`src/rtl/tso_pkg.sv`:
```
package tso_pkg;
   // Phase of the strobe sequencer
   typedef enum logic [0:0] {
      SEQ_IDLE = 1'b0,
      SEQ_RUN  = 1'b1
   } seq_state_t;
endpackage

```
`src/rtl/tso_sixteenth_timer.sv`:
```
module tso_sixteenth_timer #(
   parameter int  LEN_W       = 8,
   parameter bit  ZERO_AS_ONE = 1'b1
) (
   input  logic             clk,
   input  logic             rst_n,
   input  logic             restart,
   input  logic             run,
   input  logic [LEN_W-1:0] len,
   output logic             tick
);
   localparam logic [LEN_W-1:0] ONE = LEN_W'(1);

   logic [LEN_W-1:0] lim;
   logic [LEN_W-1:0] cnt_q;

   generate
      if (ZERO_AS_ONE) begin : g_clamp
         assign lim = (len == '0) ? '0 : len - ONE;
      end else begin : g_wrap
         assign lim = len - ONE;
      end
   endgenerate

   assign tick = run && !restart && (cnt_q == lim);

   always_ff @(posedge clk or negedge rst_n) begin
      if (!rst_n) begin
         cnt_q <= '0;
      end else if (restart || !run) begin
         cnt_q <= '0;
      end else if (cnt_q == lim) begin
         cnt_q <= '0;
      end else begin
         cnt_q <= cnt_q + ONE;
      end
   end

   // the count never passes the limit once running
   a_r8_cnt_in_range: assert property (@(posedge clk) disable iff (!rst_n)
      (run && !restart && $stable(len)) |=> (cnt_q <= lim || $changed(len)));
endmodule

```
`src/rtl/tso_bit_gate.sv`:
```
module tso_bit_gate (
   input  logic clk,
   input  logic rst_n,
   input  logic xmode_en,
   input  logic frame_sync,
   input  logic fifo_lock,
   input  logic bit_in,
   input  logic bit_valid,
   output logic accept,
   output logic gate_off,
   output logic data_q
);
   assign gate_off = !xmode_en || !frame_sync || fifo_lock;
   assign accept   = bit_valid && !gate_off;

   always_ff @(posedge clk or negedge rst_n) begin
      if (!rst_n) begin
         data_q <= 1'b0;
      end else if (gate_off) begin
         data_q <= 1'b0;
      end else if (accept) begin
         data_q <= bit_in;
      end
   end

   a_r2_no_data_before_sync: assert property (@(posedge clk) disable iff (!rst_n)
      !frame_sync |=> !data_q);
   a_r3_no_data_when_locked: assert property (@(posedge clk) disable iff (!rst_n)
      fifo_lock |=> !data_q);
   a_r1_bit_taken: assert property (@(posedge clk) disable iff (!rst_n)
      accept |=> (data_q == $past(bit_in)));
endmodule

```
`src/rtl/tso_strobe_seq.sv`:
```
module tso_strobe_seq
   import tso_pkg::*;
#(
   parameter int DLY_SIXTEENTHS = 1,
   parameter int LEN_SIXTEENTHS = 1
) (
   input  logic clk,
   input  logic rst_n,
   input  logic accept,
   input  logic cancel,
   input  logic tick,
   output logic running,
   output logic strobe_q
);
   localparam int TOTAL = DLY_SIXTEENTHS + LEN_SIXTEENTHS;
   localparam int PH_W  = $clog2(TOTAL + 1);
   localparam logic [PH_W-1:0] PH_ONE = PH_W'(1);
   localparam logic [PH_W-1:0] PH_DLY = PH_W'(DLY_SIXTEENTHS);
   localparam logic [PH_W-1:0] PH_END = PH_W'(TOTAL);

   seq_state_t      st_q;
   logic [PH_W-1:0] ph_q;
   logic [PH_W-1:0] ph_nx;

   generate
      if (DLY_SIXTEENTHS < 1) begin : g_bad_dly
         $error("strobe delay must be at least one sixteenth");
      end
      if (LEN_SIXTEENTHS < 1) begin : g_bad_len
         $error("strobe length must be at least one sixteenth");
      end
   endgenerate

   assign ph_nx   = ph_q + PH_ONE;
   assign running = (st_q == SEQ_RUN);

   always_ff @(posedge clk or negedge rst_n) begin
      if (!rst_n) begin
         st_q     <= SEQ_IDLE;
         ph_q     <= '0;
         strobe_q <= 1'b0;
      end else if (cancel) begin
         st_q     <= SEQ_IDLE;
         ph_q     <= '0;
         strobe_q <= 1'b0;
      end else if (accept) begin
         st_q     <= SEQ_RUN;
         ph_q     <= '0;
         strobe_q <= 1'b0;
      end else if (running && tick) begin
         ph_q     <= ph_nx;
         strobe_q <= (ph_nx >= PH_DLY) && (ph_nx < PH_END);
         if (ph_nx == PH_END) begin
            st_q <= SEQ_IDLE;
         end
      end
   end

   a_r7_restart_drops_strobe: assert property (@(posedge clk) disable iff (!rst_n)
      accept |=> !strobe_q);
   a_r4_cancel_drops_strobe: assert property (@(posedge clk) disable iff (!rst_n)
      cancel |=> (!strobe_q && !running));
   a_r6_strobe_only_while_running: assert property (@(posedge clk) disable iff (!rst_n)
      strobe_q |-> running);
endmodule

```
`src/rtl/tso_top.sv`:
```
module tso_top #(
   parameter int LEN_W          = 8,
   parameter int DLY_SIXTEENTHS = 1,
   parameter int LEN_SIXTEENTHS = 1,
   parameter bit ZERO_AS_ONE    = 1'b1
) (
   input  logic             clk,
   input  logic             rst_n,
   input  logic             xmode_en,
   input  logic             frame_sync,
   input  logic             fifo_lock,
   input  logic             bit_in,
   input  logic             bit_valid,
   input  logic [LEN_W-1:0] sixteenth_len,
   output logic             data_out,
   output logic             strobe_out
);
   logic accept;
   logic gate_off;
   logic running;
   logic tick;

   generate
      if (LEN_W < 1) begin : g_bad_w
         $error("LEN_W must be at least 1");
      end
   endgenerate

   tso_bit_gate u_gate (
      .clk        (clk),
      .rst_n      (rst_n),
      .xmode_en   (xmode_en),
      .frame_sync (frame_sync),
      .fifo_lock  (fifo_lock),
      .bit_in     (bit_in),
      .bit_valid  (bit_valid),
      .accept     (accept),
      .gate_off   (gate_off),
      .data_q     (data_out)
   );

   tso_sixteenth_timer #(
      .LEN_W       (LEN_W),
      .ZERO_AS_ONE (ZERO_AS_ONE)
   ) u_timer (
      .clk     (clk),
      .rst_n   (rst_n),
      .restart (accept || gate_off),
      .run     (running),
      .len     (sixteenth_len),
      .tick    (tick)
   );

   tso_strobe_seq #(
      .DLY_SIXTEENTHS (DLY_SIXTEENTHS),
      .LEN_SIXTEENTHS (LEN_SIXTEENTHS)
   ) u_seq (
      .clk      (clk),
      .rst_n    (rst_n),
      .accept   (accept),
      .cancel   (gate_off),
      .tick     (tick),
      .running  (running),
      .strobe_q (strobe_out)
   );

   a_r5_data_steady_under_strobe: assert property (@(posedge clk) disable iff (!rst_n)
      strobe_out |-> $stable(data_out));
   a_r4_disabled_idle: assert property (@(posedge clk) disable iff (!rst_n)
      !xmode_en |=> (!data_out && !strobe_out));
   a_r9_reset_idle: assert property (@(posedge clk)
      !rst_n |-> (!data_out && !strobe_out));
endmodule

```
`config.mk`:
```
export PLATFORM = sky130hd
export DESIGN_NAME = tso_top
export DESIGN_NICKNAME = d
export VERILOG_FILES = /design/src/rtl/tso_pkg.sv /design/src/rtl/tso_sixteenth_timer.sv /design/src/rtl/tso_bit_gate.sv /design/src/rtl/tso_strobe_seq.sv /design/src/rtl/tso_top.sv
export SDC_FILE = /design/constraint.sdc
export NUM_CORES = 1
export LEC_CHECK = 0
export BUFFER_PORTS_ARGS = -buffer_cell sky130_fd_sc_hd__buf_2
export CORE_ASPECT_RATIO = 0.9
export CORE_UTILIZATION = 55
export DETAILED_ROUTE_END_ITERATION = 10
export HOLD_SLACK_MARGIN = 0.08
export PLACE_DENSITY = 0.77
export SYNTH_ARGS = -nofsm -noshare
export SYNTH_HDL_FRONTEND = slang
export SYNTH_SLANG_ARGS = --single-unit
```
`constraint.sdc`:
```
create_clock -name clk -period 5.9 [get_ports clk]
set_clock_uncertainty 0.2 [all_clocks]
set_input_delay 0.885 -clock clk [delete_from_list [all_inputs] [get_ports clk]]
set_output_delay 0.885 -clock clk [all_outputs]
set_load 0.005 [all_outputs]
```
==> metrics.txt <==
post-detail-place hpwl 1.90 mm; YS warnings 0; die span in x 49.9 um; setup violators final 0; leakage 0.512 nW; PwrDens 145 mW/mm^2; dpl cells 164; core footprint 0.00193 sq mm; Max clock buf depth 2; H-tree depth 1; CP max FO 11; post-synthesis cell area 0.00113 sq mm; global-route wire length before repair 4.25 mm; Root Driver clkbuf_4; Syn Area/Cell 8.94 sq um; Setup Fix Bufs, Post-CTS 0; Initial Utilization 58.7%; slew of the pin with the lowest slew margin 0.742 ns; antenna diode count 0; Max Freq 302 MHz; minimum clock period 3.31 ns; syn_nets 146; Worst R2R Path Depth 4; Port Buffers 16; Setup Crit Path Kind input port to flip-flop; max_slew headroom 50.1%; 1st-pass router iterations 4; CTS resizes 0; share of flip-flops with an asynchronous set or reset 100%; hold_buf cts 0; synth unique cells 45; Layout area overhead 9.48%; reg-to-reg startpoint u_timer.cnt_q[6]; vias per inst 6.06; setup_tns 0 ns; initial antenna violation count 0; die extent in y 45.1 um; via count 1,018; crit path DAT 3.24 ns; GRT Resource Usage Total 25.7%; sequential area share after synthesis 28.7%; CP startpoint sixteenth_len[0]; Synth Flop Type dfrtp_1; Worst-Skew Late Latency 0.28 ns; TritonCTS clock tree yes; R2R Setup Slk 3.17 ns; fin crit share 56.1%; EDFF count, synth 0; die area 0.00225 sq mm; share of layout cells above drive strength 1 21.7%; DR iter-0 viols 13; vias in the first global route 984; multi-input logic area 752 sq um; Routed WL 2.54 mm; VDD IR-drop max 0.130 mV; Worst-path clk slew 0.09 ns; RSZ-0062 raised after global routing false; most common cell after layout, fill and taps aside buf_2; Hold Crit Class input port to asynchronous set/reset pin; gpl congestion 0.779; most frequent cells in the layout buf_2, dfrtp_1, nor3_1; Pins Over Slew Limit 0; Nets 163; CTS Buf Count 3; Syn Inst Count 127; Crit. End Element flip-flop; WL/cell 15.1 um; Fin. Hold Viols 0; Max Cap Viol 0; Post-Layout Cell Count 168; Worst Setup EP u_timer.cnt_q[5]; # fillers 174; IO Count 17; Post-DRT Antenna Nets 0; area taken by flip-flops and latches 325 sq um; required time worst endpoint 5.83 ns; outcome completed; DRC 0; largest net degree at the start of global routing 14; Clock Sink Count 13; Critical Path Start Type input port; row count 15; gr ovfl total 0; #FFs+latches synth 13; Worst R2R End u_timer.cnt_q[5]
-- cells by family after synthesis --
logic type | Yosys count | share of synthesized area (%)
XOR/XNOR | 13 | 10.0
buffers and inverters | 11 | 5.07
AO/OA/AOI/OAI | 21 | 13.9
AND/OR/NAND/NOR | 61 | 34.0
flip-flops | 13 | 28.7
multiplexers | 4 | 3.97
adder cells (fa/ha/maj) | 4 | 4.41
-- synth_stat cells (2+ instances only) --
library cell / n / area (sq um)
o311a_1: 2 / 20.0
nor2_1: 8 / 30.0
mux2i_1: 3 / 30.0
o21ai_0: 4 / 20.0
inv_1: 7 / 26.3
nand4b_1: 2 / 17.5
xnor2_1: 5 / 43.8
nor4_1: 2 / 12.5
or4_4: 2 / 22.5
o221ai_1: 3 / 26.3
nor2b_1: 2 / 12.5
nor3_1: 9 / 45.0
nand2_1: 8 / 30.0
a21boi_0: 4 / 30.0
nand3_1: 6 / 30.0
nor3b_1: 4 / 30.0
dfrtp_1: 13 / 325
xor2_1: 8 / 70.1
a21oi_1: 2 / 10.0
and3_1: 2 / 12.5
buf_4: 2 / 15.0
or2_2: 2 / 12.5
ha_1: 4 / 50.1
nand3b_1: 2 / 15.0
-- critical path: stages --
cell     delay [ns]
buf_2          0.13
inv_1          0.05
ha_1           0.34
or4b_2         0.63
o311a_1        0.38
nor4_2         0.68
nor3_1         0.14
-- power breakdown --
group          internal, mW  total (mW)  switching (mW)  leakage (nW)
clock network        0.0251      0.0572          0.0321        0.0177
registers            0.0894      0.0897        0.000336         0.181
logic                0.0132      0.0332          0.0200         0.313
-- area by class of cell --
class | instances | area share (%)
sequential | 13 | 26.2
inverter | 7 | 2.11
multi-input combinational | 103 | 60.5
timing repair buffer | 16 | 6.45
tap | 25 | 2.52
clock buffer | 3 | 1.81
clock inverter | 1 | 0.403
-- through the flow --
stage                     utilization [%]  instance area [sq um]  power, mW  worst slack [ns]  hold slack [ns]
after detailed placement             62.8                   1210      0.124              2.32            0.313
after floorplan                         -                   1130      0.114              2.62            0.310
after global routing                 64.3                   1240      0.190              2.47            0.283
after CTS                            64.3                   1240      0.181              2.61            0.276
after global placement               62.8                   1210      0.123              2.40            0.299
final                                64.3                   1240      0.180              2.59            0.270
-- metal layers --
layer	share of wire [%]	wire [um]	GRT usage, %	up-vias
li1	-	-	-	502
met1	47	1180	31.7	494
met2	48	1220	44.6	20
met3	4.3	108	5.72	2
met4	0.83	21	9.71	0
met5	0	0	0	-
-- state kept, by name, summed over array words and instances, names as in the netlist --
name and cells:
u_gate.data_q 1, u_seq.running 1, u_seq.ph_q 2, u_seq.strobe_q 1, u_timer.cnt_q 8
-- worst min-delay path by stage --
| stage | start | endpoint | depth (start not counted) |
|---|---|---|---|
| after floorplan | u_gate.data_q | u_gate.data_q | 2 |
| after global placement | u_gate.data_q | u_gate.data_q | 2 |
| after detailed placement | u_gate.data_q | u_gate.data_q | 2 |
| after CTS | rst_n | u_seq.strobe_q | 1 |
| after global routing | rst_n | u_seq.ph_q[1] | 1 |
| final | rst_n | u_seq.strobe_q | 1 |
Power figures use the tool's default switching activity.
